--- src/rtl/smm_pkg.sv ---
package smm_pkg;
   localparam int unsigned SMM_AW_DEF  = 32;
   localparam int unsigned SMM_SZW_DEF = 5;
   localparam int unsigned SMM_MIN_DEF = 12;
   localparam int unsigned SMM_MAX_DEF = 25;

   // per-cycle SMI decision
   typedef struct packed {
      logic take;
      logic hold;
      logic leave;
   } smi_decision_t;
endpackage

--- src/rtl/smm_region_dec.sv ---
module smm_region_dec #(
   parameter int unsigned AW       = 32,
   parameter int unsigned SZW      = 5,
   parameter int unsigned MIN_LOG2 = 12,
   parameter int unsigned MAX_LOG2 = 25
) (
   input  logic [AW-1:0]  base,
   input  logic [SZW-1:0] size_code,
   input  logic [AW-1:0]  addr,
   output logic           cfg_err,
   output logic           hit
);
   localparam int unsigned CW = 32;

   logic [CW-1:0] code_w;
   logic [AW-1:0] lo_mask;
   logic          code_ok;
   logic          misalign;

   assign code_w = {{(CW-SZW){1'b0}}, size_code};

   genvar gi;
   generate
      for (gi = 0; gi < AW; gi++) begin : g_mask
         assign lo_mask[gi] = (code_w > CW'(gi));
      end
   endgenerate

   assign code_ok  = (code_w >= CW'(MIN_LOG2)) && (code_w <= CW'(MAX_LOG2));
   assign misalign = |(base & lo_mask);
   assign cfg_err  = !code_ok || misalign;
   assign hit      = !cfg_err && (((addr ^ base) & ~lo_mask) == '0);
endmodule

--- src/rtl/smm_nmi_latch.sv ---
module smm_nmi_latch (
   input  logic clk,
   input  logic rst_n,
   input  logic nmi_req,
   input  logic nmi_ack,
   input  logic in_smm,
   input  logic nmi_en,
   output logic svc_req
);
   logic held;
   logic held_nx;

   assign svc_req = held && (!in_smm || nmi_en);

   always_comb begin
      held_nx = held;
      if (svc_req && nmi_ack) held_nx = 1'b0;
      if (nmi_req)            held_nx = 1'b1;
   end

   always_ff @(posedge clk) begin
      if (!rst_n) held <= 1'b0;
      else        held <= held_nx;
   end


   nmi_capture_chk: assert property (@(posedge clk) disable iff (!rst_n)
      nmi_req |=> held);

   nmi_ack_clear_chk: assert property (@(posedge clk) disable iff (!rst_n)
      (svc_req && nmi_ack && !nmi_req) |=> !svc_req);

   nmi_masked_chk: assert property (@(posedge clk) disable iff (!rst_n)
      (held && in_smm && !nmi_en && !nmi_ack) |=> held);
endmodule

--- src/rtl/smm_mode_fsm.sv ---
module smm_mode_fsm
   import smm_pkg::*;
#(
   parameter int unsigned AW = 32
) (
   input  logic          clk,
   input  logic          rst_n,
   input  logic          smi_req,
   input  logic          rsm_req,
   input  logic          rsm_hdr_nested,
   input  logic          nest_en,
   input  logic          cfg_err,
   input  logic [AW-1:0] cfg_base,
   output logic          in_smm,
   output logic          hdr_nested,
   output logic          if_clear,
   output logic [AW-1:0] entry_vec
);
   logic          smi_held;
   logic          rsm_act;
   logic          smi_any;
   smi_decision_t dec;

   assign rsm_act = rsm_req && in_smm;
   assign smi_any = smi_req || smi_held;

   always_comb begin
      dec.leave = rsm_act && !rsm_hdr_nested;
      dec.take  = smi_any && !cfg_err && !rsm_act && (!in_smm || nest_en);
      dec.hold  = smi_req && !cfg_err && !dec.take;
   end

   always_ff @(posedge clk) begin
      if (!rst_n) begin
         in_smm     <= 1'b0;
         hdr_nested <= 1'b0;
         if_clear   <= 1'b0;
         entry_vec  <= '0;
         smi_held   <= 1'b0;
      end else begin
         if_clear <= dec.take;
         if (dec.take) begin
            in_smm     <= 1'b1;
            hdr_nested <= in_smm;
            entry_vec  <= cfg_base;
         end else if (rsm_act) begin
            in_smm <= rsm_hdr_nested;
         end
         if (dec.take)      smi_held <= 1'b0;
         else if (dec.hold) smi_held <= 1'b1;
      end
   end


   entry_pulse_chk: assert property (@(posedge clk) disable iff (!rst_n)
      $rose(in_smm) |-> if_clear);

   cfg_block_chk: assert property (@(posedge clk) disable iff (!rst_n)
      (cfg_err && !in_smm) |=> !in_smm);

   nested_mark_chk: assert property (@(posedge clk) disable iff (!rst_n)
      (smi_req && in_smm && nest_en && !rsm_req && !cfg_err) |=> (if_clear && hdr_nested));

   resume_leave_chk: assert property (@(posedge clk) disable iff (!rst_n)
      (in_smm && rsm_req && !rsm_hdr_nested) |=> !in_smm);

   entry_once_chk: assert property (@(posedge clk) disable iff (!rst_n)
      (if_clear && !smi_req && !smi_held) |=> !if_clear);
endmodule

--- src/rtl/smm_ctrl.sv ---
module smm_ctrl
   import smm_pkg::*;
#(
   parameter int unsigned AW       = SMM_AW_DEF,
   parameter int unsigned SZW      = SMM_SZW_DEF,
   parameter int unsigned MIN_LOG2 = SMM_MIN_DEF,
   parameter int unsigned MAX_LOG2 = SMM_MAX_DEF
) (
   input  logic           clk,
   input  logic           rst_n,
   input  logic [AW-1:0]  cfg_base,
   input  logic [SZW-1:0] cfg_size,
   input  logic           nest_en,
   input  logic           nmi_en,
   input  logic           smi_req,
   input  logic           nmi_req,
   input  logic           nmi_ack,
   input  logic           rsm_req,
   input  logic           rsm_hdr_nested,
   input  logic [AW-1:0]  acc_addr,
   output logic           in_smm,
   output logic           hdr_nested,
   output logic [AW-1:0]  entry_vec,
   output logic           if_clear,
   output logic           nmi_svc_req,
   output logic           cfg_err,
   output logic           acc_in_region,
   output logic           acc_cacheable
);
   localparam int unsigned CODE_SPAN = 1 << SZW;

   generate
      if (MIN_LOG2 < 1 || MIN_LOG2 > MAX_LOG2)
         $error("smm_ctrl: size limits out of order");
      if (MAX_LOG2 >= AW)
         $error("smm_ctrl: region larger than address space");
      if (MAX_LOG2 >= CODE_SPAN)
         $error("smm_ctrl: size code too narrow");
   endgenerate

   logic region_hit;

   smm_region_dec #(
      .AW(AW), .SZW(SZW), .MIN_LOG2(MIN_LOG2), .MAX_LOG2(MAX_LOG2)
   ) u_region (
      .base      (cfg_base),
      .size_code (cfg_size),
      .addr      (acc_addr),
      .cfg_err   (cfg_err),
      .hit       (region_hit)
   );

   assign acc_in_region = region_hit;
   assign acc_cacheable = region_hit;

   smm_mode_fsm #(.AW(AW)) u_mode (
      .clk            (clk),
      .rst_n          (rst_n),
      .smi_req        (smi_req),
      .rsm_req        (rsm_req),
      .rsm_hdr_nested (rsm_hdr_nested),
      .nest_en        (nest_en),
      .cfg_err        (cfg_err),
      .cfg_base       (cfg_base),
      .in_smm         (in_smm),
      .hdr_nested     (hdr_nested),
      .if_clear       (if_clear),
      .entry_vec      (entry_vec)
   );

   smm_nmi_latch u_nmi (
      .clk     (clk),
      .rst_n   (rst_n),
      .nmi_req (nmi_req),
      .nmi_ack (nmi_ack),
      .in_smm  (in_smm),
      .nmi_en  (nmi_en),
      .svc_req (nmi_svc_req)
   );


   region_cfg_chk: assert property (@(posedge clk) disable iff (!rst_n)
      cfg_err |-> !acc_in_region);
endmodule

--- config.mk ---
export PLATFORM = sky130hd
export DESIGN_NAME = smm_ctrl
export DESIGN_NICKNAME = d
export VERILOG_FILES = /design/src/rtl/smm_pkg.sv /design/src/rtl/smm_region_dec.sv /design/src/rtl/smm_nmi_latch.sv /design/src/rtl/smm_mode_fsm.sv /design/src/rtl/smm_ctrl.sv
export SDC_FILE = /design/constraint.sdc
export NUM_CORES = 1
export LEC_CHECK = 0
export BUFFER_PORTS_ARGS = -buffer_cell sky130_fd_sc_hd__buf_2
export CORE_AREA = 2 2 80 82
export CTS_BUF_LIST = sky130_fd_sc_hd__clkbuf_8 sky130_fd_sc_hd__clkbuf_16
export CTS_CLUSTER_DIAMETER = 30
export DETAILED_ROUTE_END_ITERATION = 16
export DIE_AREA = 0 0 82 84
export MAX_ROUTING_LAYER = met4
export PLACE_DENSITY = 0.7
export REMOVE_ABC_BUFFERS = 1
export SYNTH_ARGS = -nofsm -noshare
export SYNTH_HDL_FRONTEND = slang
export SYNTH_SLANG_ARGS = --single-unit
--- constraint.sdc ---
create_clock -name clk -period 9.4 [get_ports clk]
set_clock_uncertainty 0.05 [all_clocks]
set_input_delay 1.88 -clock clk [delete_from_list [all_inputs] [get_ports clk]]
set_output_delay 1.88 -clock clk [all_outputs]
set_load 0.02 [all_outputs]
==> results of run 1 <==
[power breakdown]
| part | switching [mW] | internal [mW] |
|---|---|---|
| Clock | 0.0610 | 0.0794 |
| Sequential | 0.000110 | 0.157 |
| Combinational | 0.0432 | 0.0324 |
[layer usage]
metal / part of all wire [%] / track usage (%) / vias up
li1: - / - / 1272
met1: 43 / 27.0 / 1200
met2: 46 / 35.8 / 125
met3: 9.1 / 4.76 / 10
met4: 1.6 / 6.36 / 0
met5: 0 / - / -
[cells in the final DEF (no fill, tap or decap), drive strengths merged, types with 3 or more instances in the layout]
| master | n |
|---|---|
| xor2 | 9 |
| nand2 | 5 |
| o221ai | 3 |
| o21ai | 34 |
| dfxtp | 37 |
| a31oi | 4 |
| a21oi | 38 |
| nor4 | 3 |
| nand4 | 23 |
| nor3 | 5 |
| clkbuf | 5 |
| buf | 119 |
| nor2 | 7 |
| o211ai | 4 |
| and3 | 13 |
| and2 | 5 |
| xnor2 | 23 |
| inv | 5 |
[area by class of cell]
cell class | count | area share, %
timing repair buffer | 119 | 19.9
sequential | 37 | 24.5
tap | 77 | 3.18
multi-input combinational | 217 | 48.0
clock buffer | 5 | 2.27
inverter | 5 | 0.620
clock inverter | 3 | 1.53
[cells in the mapped netlist (all sizes together), types with 4 or more instances]
master,count,share of area (%)
o211ai,4,1.3
and3,13,3.5
inv,5,0.80
dfxtp,37,32
nand2,5,0.80
clkbuf,21,3.4
buf,7,2.3
nor3,5,1.5
and2,5,1.3
nand4,23,6.1
o21ai,34,7.3
a21oi,38,8.1
nor2,7,1.1
a31oi,4,1.1
xnor2,23,8.6
xor2,9,3.4
[path summary, 6_finish.rpt]
path	end	slack, ns	depth (start not counted)
max	acc_in_region	3.21	8
min	u_mode.entry_vec[31]	0.43	2
max reg2reg	u_mode.entry_vec[30]	7.23	6
min reg2reg	u_mode.entry_vec[31]	0.43	2
[flip-flops by register name, summed over array words and instances (netlist names)]
name and flops:
u_mode.entry_vec 32, u_mode.hdr_nested 1, u_mode.if_clear 1, u_mode.in_smm 1, u_mode.smi_held 1, u_nmi.held 1
[logic make-up (layout without fill, tap and decap cells)]
kind of cell | Yosys count | after routing | synth area share (%)
multiplexers | 1 | 1 | 0.428
AND/OR/NAND/NOR | 75 | 75 | 20.6
buffers and inverters | 33 | 132 | 6.47
flip-flops | 37 | 37 | 31.6
AO/OA/AOI/OAI | 109 | 109 | 28.9
XOR/XNOR | 32 | 32 | 12.0
[worst max-delay path: cells and delay by family]
kind                   cells  cell delay, ns
and+or+nand+nor            4            1.39
AOI/OAI and AO/OA          2            0.61
buffers and inverters      2            0.37
==> reports/metrics.cfg, run 1 <==
[cells_and_area]
register_area_sq_um=741
fin_nets=463
fillCellCount=621
fin_area_sq_um=3030
syn_to_final_growth_pct=29.3
multi_input_area_sq_um=1450
finalNonFillerCells=463
layout-drive-gt1-share_pct=35.2
post-route-util_pct=49.7
n_antenna_cell=0

[synth]
async_flop_share_pct=0
synth.distinct_cells=56
avgSynthCellArea_sq_um=8.16
seq_area_frac_synth_pct=31.6
synth_edf_count=0
synth_top_flop_cell=dfxtp_1
synth_area_sq_um=2340
yosys_warnings=0
ys_ff_latch=37
postSynthCellCount=287

[power_and_ir_drop]
total_power_mw=0.373
power_density_nw_per_um2=123
leakage_nw=1.32
irDropWorstVdd_uv=106

[route]
antenna_left=0
firstDrtPassIters=5
wirelength_microns=7510
viasPerCell=5.63
route.vias.total=2607
drt-initial-drc-count=150
drc=0
detail_route.wl_per_cell_microns=16.2

[critical_path]
required_ns=7.47
crit_arrival_ns=4.26
crit_start=cfg_base[6]
cp_common_cell=buf_2
endpoint_kind=output port
path_class=input port to output port
crit_path_start_kind=input port
cp_max_fo=3
reg2reg_from=u_mode.smi_held
cp_slowest_stage_delay_ns=0.53
worst_path_max_delay_cell=or4_1
path_cells=buf_2, or4_1, a311o_1, a2111oi_4, nor4b_4, nand2_1, nor4_1, buf_2

[floorplanning]
core_area_sq_um=6100
die_area_sq_um=6890
start_util_pct=38.4
die_y_microns=84
fp-row-count=29
io_pins=117
die_width_microns=82

[status]
status=finished clean

[sta]
slew_headroom_pct=44.2
layout_min_cycle_time_ns=6.19
setup_ws_ns=3.21
setup_violations=0
hold_ws_ns=0.427
hold_violations=0
period_share_pct=65.9
setup_tns_ns=0
maxSlewViolCount=0
worst_slew_pin_slew_ns=0.837
fmax_mhz=161
rsz0062_at_grt=false

[place]
placed_cell_area_sq_um=2910
gp_congestion=0.931
place_ws_ns=3.17
portBuffers=116
hpwl_microns=5490
dpl.cell_count=455

[global_routing]
grt_overflow=0
grt_pass1_vias=2501
grt_first_pass_wirelength_microns=11700
grt_max_degree=29
grt_usage_pct=22.0
antenna_found_initial=0

[worst_hold_path]
min-delay-start=u_mode.entry_vec[31]
hold_path.class=flip-flop to flip-flop

[cts]
root_buffer=clkbuf_8
cts_hold_repair.buffers=0
cts_num_sinks=37
cts-buffers-inserted=5
clockBufferDepth=2
cts_max_level=2
path_clk_slew_ns=0.07
post_cts_resized=0
cts_tree=yes
worstSkewPairLatency_ns=0.29
cts_setup_buffers=0

[job]
cap_violations=0

No activity file was read; power rests on OpenSTA's default activity.
==> run 2: changes to the inputs <==
Settings changed: ABC_AREA set to 1, CORE_AREA 2 2 80 82 to 2 2 84 86, DIE_AREA 0 0 82 84 to 0 0 86 88, PLACE_DENSITY 0.7 to 0.68.
Clock period 9.4 ns to 6.2 ns, I/O delays scaled along.
==> reports/metrics.cfg, run 2 <==
[status]
status=finished clean

[synth]
yosys.cell_count.top_type=nand2_1
postSynthCellCount=374
synth_area_sq_um=2570
async_flop_share_pct=0
yosys_warnings=0
synthTopCellsByArea=dfxtp_1 (29%), nand2_1 (14%), nand3_1 (8.2%)
synthDominantCellAreaShare_pct=28.8
ys_top_cells_by_count=nand2_1 (95), nand3_1 (42), dfxtp_1 (37)
synth_top_flop_cell=dfxtp_1
ys_ff_latch=37
yosys.area.top_type=dfxtp_1
synth_edf_count=0
avgSynthCellArea_sq_um=6.87
synth.distinct_cells=34
seq_area_frac_synth_pct=28.8

[floorplanning]
core_area_sq_um=6640
io_pins=117
die_area_sq_um=7570
fp-row-count=30
die_y_microns=88
start_util_pct=38.7
die_width_microns=86

[route]
drc=0
drt-initial-drc-count=142
wirelength_microns=7330
firstDrtPassIters=4
route.vias.total=2743
viasPerCell=4.88
detail_route.wl_per_cell_microns=13.0
antenna_left=0

[sta]
rsz0062_at_grt=false
fmax_mhz=225
setup_tns_ns=0
worst_slew_pin_slew_ns=1.05
setup_violations=0
layout_min_cycle_time_ns=4.44
hold_violations=0
setup_ws_ns=1.76
period_share_pct=71.6
maxSlewViolCount=0
slew_headroom_pct=29.7

[power_and_ir_drop]
power_density_nw_per_um2=165
irDropWorstVdd_uv=109
leakage_nw=1.63

[critical_path]
crit_arrival_ns=3.15
reg2reg_depth=4
crit_start=cfg_size[1]
r2r_end=u_mode.smi_held
endpoint_kind=output port
reg2reg_from=u_mode.in_smm
required_ns=4.91
path_class=input port to output port
reg2reg_slack_ns=3.86
crit_end=acc_cacheable
crit_path_start_kind=input port
cp_max_fo=22

[cells_and_area]
final_cell_mix=buf_2 (116), nand2_1 (95), nand3_1 (42)
final_common_cell=buf_2
largest_reg_flops=32
fin_nets=559
finalNonFillerCells=562
fin_area_sq_um=3220
top_register=u_mode.entry_vec
syn_to_final_growth_pct=25.4
layout-drive-gt1-share_pct=34.0
fillCellCount=707
n_antenna_cell=0

[cts]
cts_tree=yes
cts_setup_buffers=0
post_cts_resized=0
worstSkewPairLatency_ns=0.28
cts_num_sinks=37
cts-buffers-inserted=5
clockBufferDepth=2
path_clk_slew_ns=0.08
cts_hold_repair.buffers=0
root_buffer=clkbuf_8
cts_max_level=2

[global_routing]
grt_pass1_vias=2479
grt_usage_pct=19.3
grt_max_degree=45
grt_first_pass_wirelength_microns=11400
grt_overflow=0
antenna_found_initial=0

[place]
place_ws_ns=1.75
portBuffers=116
dpl.cell_count=554
placed_cell_area_sq_um=3130
hpwl_microns=5730
gp_congestion=0.966

[job]
cap_violations=0

[worst_hold_path]
hold_path.class=flip-flop to flip-flop

[run 2: changes by cell type after synthesis, moves of 5 or more]
cell      change
nand3_1      +42
xnor2_1       -9
nand2_1      +90
a21oi_1      -33
nor2_4       +15
and3_1       -13
and2_1        -5
nor2_2        +7
inv_1        +27
o21ai_1      -18
clkbuf_1     -15
nor2_1       +25
[run 2: layout make-up]
class,instances,area (sq um),share of cell area (%)
Multi-Input combinational cell,283,1560,48.5
Timing Repair Buffer,116,581,18.0
Sequential cell,37,741,23.0
Clock buffer,5,68.8,2.14
Inverter,38,148,4.58
Clock inverter,3,21.3,0.660
Tap cell,80,100,3.11
[run 2: cells by family (layout without fill, tap and decap cells)]
family / Yosys count / in the layout / share of synthesized area, %
AOI/OAI and AO/OA: 26 / 26 / 5.74
xor gates and xnor gates: 26 / 26 / 8.86
buffers and inverters: 54 / 162 / 10.5
DFF: 37 / 37 / 28.8
and+or+nand+nor: 231 / 231 / 46.1
[run 2: power breakdown]
| group | switching (mW) | internal, mW |
|---|---|---|
| Clock | 0.0902 | 0.0797 |
| Combinational | 0.0756 | 0.0475 |
| Sequential | 0.000253 | 0.238 |
| Total | 0.166 | 0.365 |
[run 2: how the worst min path moves through the flow]
stage / start / end / slack (ns) / cells past startpoint
after floorplan: u_nmi.held / u_nmi.held / 0.41 / 2
after global placement: u_mode.entry_vec[10] / u_mode.entry_vec[10] / 0.36 / 2
after detailed placement: u_mode.entry_vec[6] / u_mode.entry_vec[6] / 0.37 / 2
after CTS: u_mode.entry_vec[6] / u_mode.entry_vec[6] / 0.39 / 2
after global routing: u_mode.entry_vec[10] / u_mode.entry_vec[10] / 0.41 / 2
final: u_mode.entry_vec[10] / u_mode.entry_vec[10] / 0.39 / 2
[run 2: through the flow]
| stage | power [mW] | hold WS, ns | utilization, % |
|---|---|---|---|
| floorplan | 0.308 | 0.406 | - |
| global placement | 0.365 | 0.362 | 47.1 |
| detailed placement | 0.366 | 0.372 | 47.1 |
| CTS | 0.538 | 0.386 | 48.5 |
| global route | 0.563 | 0.412 | 48.5 |
| finish | 0.531 | 0.385 | 48.5 |
[run 2: critical path, cell delays in order]
cell and delay (ns):
buf_2 0.18, nand2_1 0.20, nand2_1 0.07, nand2_1 0.09, nor2_1 0.05, nand2_1 0.06, nand2_1 0.06, nor2_2 0.20
nand3_1 0.16, nor2_4 0.42, inv_1 0.10, nor2_1 0.13, buf_2 0.17
[run 2: routing by layer]
metal  GRT usage (%)  vias up  share of wire (%)
met4            4.04        0               0.20
met2            31.6       97                 48
li1                -     1430                  -
met1            25.2     1214                 46
met3            3.39        2                5.8
met5               -        -                  0
==> run 3: changes to the inputs <==
Clock period 6.2 ns to 4.4 ns, I/O delays scaled along.
==> reports/metrics.cfg, run 3 (same netlist as run 2, synthesis figures left out) <==
[critical_path]
required_ns=3.47
crit_path_start_kind=input port
endpoint_kind=output port
crit_arrival_ns=2.45
path_class=input port to output port
reg2reg_depth=4
cp_max_fo=12

[cts]
clockBufferDepth=2
cts_setup_buffers=0
cts_hold_repair.buffers=0
cts_tree=yes
cts-buffers-inserted=5
worstSkewPairLatency_ns=0.28
post_cts_resized=0
cts_max_level=2
path_clk_slew_ns=0.08
cts_num_sinks=37
root_buffer=clkbuf_8

[global_routing]
grt_usage_pct=20.7
antenna_found_initial=0
grt_max_degree=45
grt_first_pass_wirelength_microns=12200
grt_overflow=0
grt_pass1_vias=2699

[cells_and_area]
n_antenna_cell=0
fin_nets=561
final_common_cell=buf_2
syn_to_final_growth_pct=25.9
top_register=u_mode.entry_vec
final_cell_mix=buf_2 (116), nand2_1 (95), nand3_1 (42)
largest_reg_flops=32
fin_area_sq_um=3240
layout-drive-gt1-share_pct=34.3

[place]
place_ws_ns=1.02
hpwl_microns=5910
placed_cell_area_sq_um=3150
portBuffers=116
gp_congestion=0.933

[job]
cap_violations=0

[power_and_ir_drop]
power_density_nw_per_um2=234
total_power_mw=0.756
irDropWorstVdd_uv=172
leakage_nw=1.64

[floorplanning]
io_pins=117
die_area_sq_um=7570
die_width_microns=86
die_y_microns=88
start_util_pct=38.7
fp-row-count=30
core_area_sq_um=6640

[worst_hold_path]
hold_depth=2
hold_path.class=flip-flop to flip-flop

[sta]
slew_headroom_pct=49.1
layout_min_cycle_time_ns=3.38
setup_tns_ns=0
fmax_mhz=295
period_share_pct=76.9
rsz0062_at_grt=false
hold_violations=0
maxSlewViolCount=0
setup_ws_ns=1.02
worst_slew_pin_slew_ns=0.763
setup_violations=0

[route]
wirelength_microns=7520
drc=0
route.vias.total=2809
detail_route.wl_per_cell_microns=13.3
firstDrtPassIters=5
antenna_left=0
drt-initial-drc-count=147
viasPerCell=4.98

[status]
status=finished clean

-- run 3: changes by cell type in the layout (fill, tap and decap cells not counted), sizes merged --
cell / delta
buf: +2
-- run 3: critical path, stage by stage --
cell,delay [ns]
buf_2,0.27
nand2_2,0.17
nor2_4,0.16
inv_1,0.07
o21ai_0,0.14
nand2_1,0.07
nor3_1,0.17
nand2_1,0.07
nor2_1,0.10
nand2_1,0.06
nor2_1,0.12
buf_2,0.18
-- run 3: report_power, final --
part / switching, mW / internal (mW)
logic: 0.107 / 0.0675
clock network: 0.134 / 0.113
registers: 0.000293 / 0.335
-- run 3: area by class of cell --
type                            count  area, sq um
Fill cell                         700         3410
Multi-Input combinational cell    283         1560
Sequential cell                    37          741
Timing Repair Buffer              118          596
Inverter                           38          148
Tap cell                           80          100
Clock buffer                        5         68.8
Clock inverter                      3         21.3
-- run 3: path summary, 6_finish.rpt --
check                      start                  end  slack [ns]
min reg2reg  u_mode.entry_vec[6]  u_mode.entry_vec[6]        0.39
min          u_mode.entry_vec[6]  u_mode.entry_vec[6]        0.39
max                  cfg_size[4]        acc_in_region        1.02
max reg2reg        u_mode.in_smm      u_mode.smi_held        2.74
-- run 3: per-stage QoR --
stage	util, %	hold slack (ns)	instances
after floorplan	-	0.406	358
final	48.7	0.388	564
after global routing	48.7	0.417	564
after detailed placement	47.4	0.372	556
after global placement	47.4	0.363	556
after CTS	48.7	0.388	564
-- run 3: routing by layer --
| metal | vias to the layer above | GRT usage, % | wire length [microns] |
|---|---|---|---|
| met1 | 1275 | 25.5 | 3260 |
| met2 | 98 | 34.6 | 3650 |
| met3 | 6 | 4.62 | 543 |
| met4 | 0 | 4.62 | 60 |
| li1 | 1430 | - | - |
| met5 | - | - | 0 |
